## config.mk

```make
export PLATFORM = sky130hd
export DESIGN_NAME = sbar_unit
export DESIGN_NICKNAME = d
export VERILOG_FILES = /design/src/rtl/sbar_pkg.sv /design/src/rtl/sbar_arbiter.sv /design/src/rtl/sbar_sense_bank.sv /design/src/rtl/sbar_episode.sv /design/src/rtl/sbar_unit.sv
export SDC_FILE = /design/constraint.sdc
export NUM_CORES = 1
export LEC_CHECK = 0
export ABC_AREA = 1
export ABC_CLOCK_PERIOD_IN_PS = 5300
export BUFFER_PORTS_ARGS = -buffer_cell sky130_fd_sc_hd__buf_2
export CELL_PAD_IN_SITES_DETAIL_PLACEMENT = 0
export CELL_PAD_IN_SITES_GLOBAL_PLACEMENT = 1
export CORE_MARGIN = 2
export CORE_UTILIZATION = 44
export CTS_CLUSTER_DIAMETER = 80
export DETAILED_ROUTE_END_ITERATION = 10
export MAX_ROUTING_LAYER = met4
export PLACE_DENSITY_LB_ADDON = 0.1
export SETUP_SLACK_MARGIN = 0.02
export SYNTH_ARGS = -nofsm -noshare
export SYNTH_HDL_FRONTEND = slang
export SYNTH_SLANG_ARGS = --single-unit
```

## constraint.sdc

```tcl
create_clock -name clk -period 5.3 [get_ports clk]
set_input_delay 0.265 -clock clk [delete_from_list [all_inputs] [get_ports clk]]
set_output_delay 0.265 -clock clk [all_outputs]
set_load 0.01 [all_outputs]
```

## src/rtl/sbar_pkg.sv

```systemverilog
package sbar_pkg;
  function automatic int cnt_width(input int n);
    return $clog2(n + 1);
  endfunction
endpackage

```

## src/rtl/sbar_arbiter.sv

```systemverilog
module sbar_arbiter #(
  parameter int N = 4
) (
  input  logic [N-1:0] req,
  output logic [N-1:0] gnt
);
  logic [N:0] taken;

  assign taken[0] = 1'b0;
  for (genvar i = 0; i < N; i++) begin : g_prio
    assign gnt[i]     = req[i] & ~taken[i];
    assign taken[i+1] = taken[i] | req[i];
  end
endmodule

```

## src/rtl/sbar_sense_bank.sv

```systemverilog
module sbar_sense_bank #(
  parameter int N = 4
) (
  input  logic         clk,
  input  logic         rst_n,
  input  logic [N-1:0] flip,
  output logic [N-1:0] sense_q
);
  for (genvar i = 0; i < N; i++) begin : g_bit
    always_ff @(posedge clk or negedge rst_n) begin
      if (!rst_n)       sense_q[i] <= 1'b0;
      else if (flip[i]) sense_q[i] <= ~sense_q[i];
    end
  end
endmodule

```

## src/rtl/sbar_episode.sv

```systemverilog
module sbar_episode #(
  parameter int N  = 4,
  parameter int CW = 3
) (
  input  logic          clk,
  input  logic          rst_n,
  input  logic          take,
  input  logic          new_sense,
  output logic [CW-1:0] cnt_q,
  output logic          phase_q,
  output logic          last
);
  localparam logic [CW-1:0] LAST_CNT = CW'(N - 1);

  assign last = take && (cnt_q == LAST_CNT);

  always_ff @(posedge clk or negedge rst_n) begin
    if (!rst_n) begin
      cnt_q   <= '0;
      phase_q <= 1'b0;
    end else if (last) begin
      cnt_q   <= '0;
      phase_q <= new_sense;
    end else if (take) begin
      cnt_q   <= cnt_q + 1'b1;
    end
  end
endmodule

```

## src/rtl/sbar_unit.sv

```systemverilog
module sbar_unit #(
  parameter int N = 4
) (
  input  logic         clk,
  input  logic         rst_n,
  input  logic [N-1:0] arrive_i,
  output logic [N-1:0] release_o,
  output logic         phase_o,
  output logic         dup_err_o
);
  import sbar_pkg::*;
  localparam int CW = cnt_width(N);

  logic [N-1:0]  sense_q, sense_next, waiting, pend_q, fresh, dup, req, gnt, rel_d;
  logic [CW-1:0] cnt_q;
  logic          phase_q, last, new_sense;

  // an agent is waiting while its sense differs from the phase
  assign waiting = sense_q ^ {N{phase_q}};
  assign dup     = arrive_i & (waiting | pend_q);
  assign fresh   = arrive_i & ~waiting & ~pend_q;
  assign req     = pend_q | fresh;

  sbar_arbiter #(.N(N)) u_arb (
    .req (req),
    .gnt (gnt)
  );

  sbar_sense_bank #(.N(N)) u_sense (
    .clk     (clk),
    .rst_n   (rst_n),
    .flip    (gnt),
    .sense_q (sense_q)
  );

  assign sense_next = sense_q ^ gnt;
  assign new_sense  = |(gnt & ~sense_q);

  sbar_episode #(.N(N), .CW(CW)) u_epi (
    .clk       (clk),
    .rst_n     (rst_n),
    .take      (|gnt),
    .new_sense (new_sense),
    .cnt_q     (cnt_q),
    .phase_q   (phase_q),
    .last      (last)
  );

  for (genvar i = 0; i < N; i++) begin : g_rel
    assign rel_d[i] = last & (sense_next[i] == new_sense);
  end

  always_ff @(posedge clk or negedge rst_n) begin
    if (!rst_n) begin
      pend_q    <= '0;
      release_o <= '0;
      dup_err_o <= 1'b0;
    end else begin
      pend_q    <= req & ~gnt;
      release_o <= rel_d;
      dup_err_o <= |dup;
    end
  end

  assign phase_o = phase_q;
endmodule

```

==> impl_metrics.toml <==
[worst_setup_path]
arrival_ns = 2.19
worstReg2RegStart = "u_epi.phase_q$_DFFE_PN0P_"
worst_r2r_path_depth = 12
critPathRequiredTime_ns = 5.52
crit_fanout = 7
end_kind = "register"
startpoint_type = "register"
r2r-end = "release_o[0]$_DFF_PN0_"
r2r_setup_slack_ns = 3.34
worstSetupPathType = "register to register"

[sta]
setup_ws_ns = 3.34
slew-limit-headroom_pct = 75.6
slew_violations = 0
timing.final.crit_share_pct = 37.0
rsz0062_at_grt = "no"
hold_viol = 0
setup_violations = 0
worst_pin_slew_ns = 0.366
period_needed_ns = 1.96
fin_tns_setup_ns = 0
clock-skew-final_ns = 0.00160
fmax_mhz = 509

[yosys]
synth_top_area_cell = "dfrtp_1"
synth_cell_types = 20
synth_area_leaders = "dfrtp_1 45%, nand2_1 12%, inv_1 7.7%"
synth-edff-count = 0
synth_cells = 104
synth_warnings = 0
seq_area_frac_synth_pct = 45.4
synthTopCellsByCount = "29 x nand2_1, 18 x inv_1, 16 x dfrtp_1, 6 x nand3_1"
ys_ff_latch = 16
ys.flop_type = "dfrtp_1"
yosysMostFrequentCell = "nand2_1"
avgSynthCellArea_um2 = 8.48
syn_nets = 114
synthArstFlopShare_pct = 100
syn_area_um2 = 882
yosys.area.top_type_share_pct = 45.4

[clock_tree]
root_buffer = "clkbuf_4"
cts_tree = "yes"
cts-resized-gates = 0
clkSlewWorstSetupHoldPaths_ns = 0.09
cts_buffer_depth = 2
numCtsBuffers = 3
clk_latency_ns = 0.28
cts_sinks = 16
cts_htree_levels = 1

[power_and_ir_drop]
seqPwrFrac_pct = 31.0
p_leak_nw = 0.577
p_int_w = 0.000339
p_clk_share_pct = 10.2
combPwrFrac_pct = 58.7
powerDensity_nw_per_um2 = 623
swShare_pct = 45.8
ir_drop_mv = 0.291
p_total_w = 0.000625
netSwitchingPower_w = 0.000286

[detailed_routing]
wl_um = 1580
vias = 649
routed_via_density = 4.45
drtPass1Iterations = 6
drtIter0Drc = 5
wl_per_cell_um = 10.8
drc = 0
ant_nets = 0

[global_routing]
antenna_found_initial = 0
grt_pass1_vias = 664
grt_pass1_wl_um = 2920
grt_max_degree = 17
overflow = 0
grt_usage_pct = 16.8

[finish]
multi_input_area_um2 = 407
diodes = 0
design_area_um2 = 1000
synthToLayoutAreaGrowth_pct = 13.8
final_cells = 146
regArea_um2 = 400
fill_cells = 192
fin_nets = 131
drive_above_1_share_pct = 21.0

[hold_path]
min_from = "arrive_i[2]"
hold_class = "input port to register"
holdPathEnd = "dup_err_o$_DFF_PN0_"
hold_depth = 3

[placement]
dp_cells = 142
dp_slack_ns = 3.34
port_buffers = 11
place_area_um2 = 971
dp_hpwl_um = 1200
routabilityCongestion = 0.759

[die]
ios = 12
coreArea_um2 = 1920
rows = 16
die_h_um = 48.8
start_util_pct = 45.9
die_w_um = 48.8
die_area_um2 = 2380

[run_status]
status = "completed"

[run]
drv_cap = 0
==> placed cells by master, fill, tap and decap left out, types with 2 or more instances in the layout <==
cell,count
nand3_2,2
dfrtp_1,16
a21oi_1,3
xor2_1,3
xnor2_1,3
nand2_1,29
clkbuf_4,3
buf_2,11
nand2_2,2
nor2_1,4
inv_1,18
ha_1,4
inv_2,2
o21ai_0,3
nand3_1,6
nand4_1,3
==> power groups by stage <==
stage                Clock, W  Combinational, W  Sequential (W)
floorplan                   0          0.000295        0.000199
CTS                 0.0000685          0.000373        0.000195
detailed placement          0          0.000370        0.000197
global route        0.0000750          0.000425        0.000200
finish              0.0000640          0.000367        0.000194
global placement            0          0.000372        0.000196
==> layer usage <==
metal,vias up,global-route usage [%],share of wire (%)
met2,13,24.2,45
li1,352,-,-
met5,-,-,0
met3,4,4.29,3.9
met4,0,10.0,2.8
met1,280,21.4,49
==> how the worst max path moves through the flow <==
| stage | start | endpoint | slack (ns) | cells past startpoint |
|---|---|---|---|---|
| 2_1_floorplan | u_epi.phase_q$_DFFE_PN0P_ | release_o[0]$_DFF_PN0_ | 3.49 | 12 |
| 3_3_place_gp | u_epi.phase_q$_DFFE_PN0P_ | release_o[0]$_DFF_PN0_ | 3.37 | 12 |
| 3_5_place_dp | u_epi.phase_q$_DFFE_PN0P_ | release_o[0]$_DFF_PN0_ | 3.34 | 12 |
| 4_1_cts | u_epi.phase_q$_DFFE_PN0P_ | release_o[0]$_DFF_PN0_ | 3.31 | 12 |
| 5_1_grt | u_epi.phase_q$_DFFE_PN0P_ | release_o[0]$_DFF_PN0_ | 3.09 | 12 |
| 6_report | u_epi.phase_q$_DFFE_PN0P_ | release_o[0]$_DFF_PN0_ | 3.34 | 12 |
==> timing repair <==
item | 4_1_cts | 5_1_grt
setup buffers | 0 | 0
hold buffers | 1 | 0
hold endpoints to repair | 16 | 0
==> sequential cells by signal, summed over array words and instances, names as in the netlist <==
name and flops:
release_o 4, u_sense.sense_q 4, pend_q 3, u_epi.cnt_q 3, dup_err_o 1, u_epi.phase_q 1
==> cell families after synthesis <==
logic type      share of synthesized area (%)
buf+inv                                  8.51
simple gates                             30.1
fa+ha+maj                                5.67
flops                                    45.4
compound gates                           4.40
xor+xnor                                 5.96
==> critical path, cell delays in order (launching register included) <==
cell	delay [ns]
dfrtp_1	0.46
inv_2	0.09
nand2_1	0.08
nand3_1	0.07
nand2_1	0.10
inv_1	0.13
nand2_2	0.11
nor2_2	0.04
ha_1	0.18
nor3_1	0.21
o21ai_2	0.15
xor2_1	0.17
nor2_1	0.11
==> through the flow <==
step | utilization (%) | hold slack (ns)
3_3_place_gp | 50.5 | 0.204
4_1_cts | 52.2 | 0.204
3_5_place_dp | 50.5 | 0.210
6_report | 52.2 | 0.206
5_1_grt | 52.2 | 0.218
2_1_floorplan | - | -0.0306
==> area by class of cell <==
| class | count | area share, % |
|---|---|---|
| Clock buffer | 3 | 2.24 |
| Inverter | 20 | 7.48 |
| Multi-Input combinational cell | 68 | 40.5 |
| Sequential cell | 16 | 39.9 |
| Tap cell | 27 | 3.37 |
| Timing Repair Buffer | 12 | 6.48 |
Power figures use the tool's default switching activity.
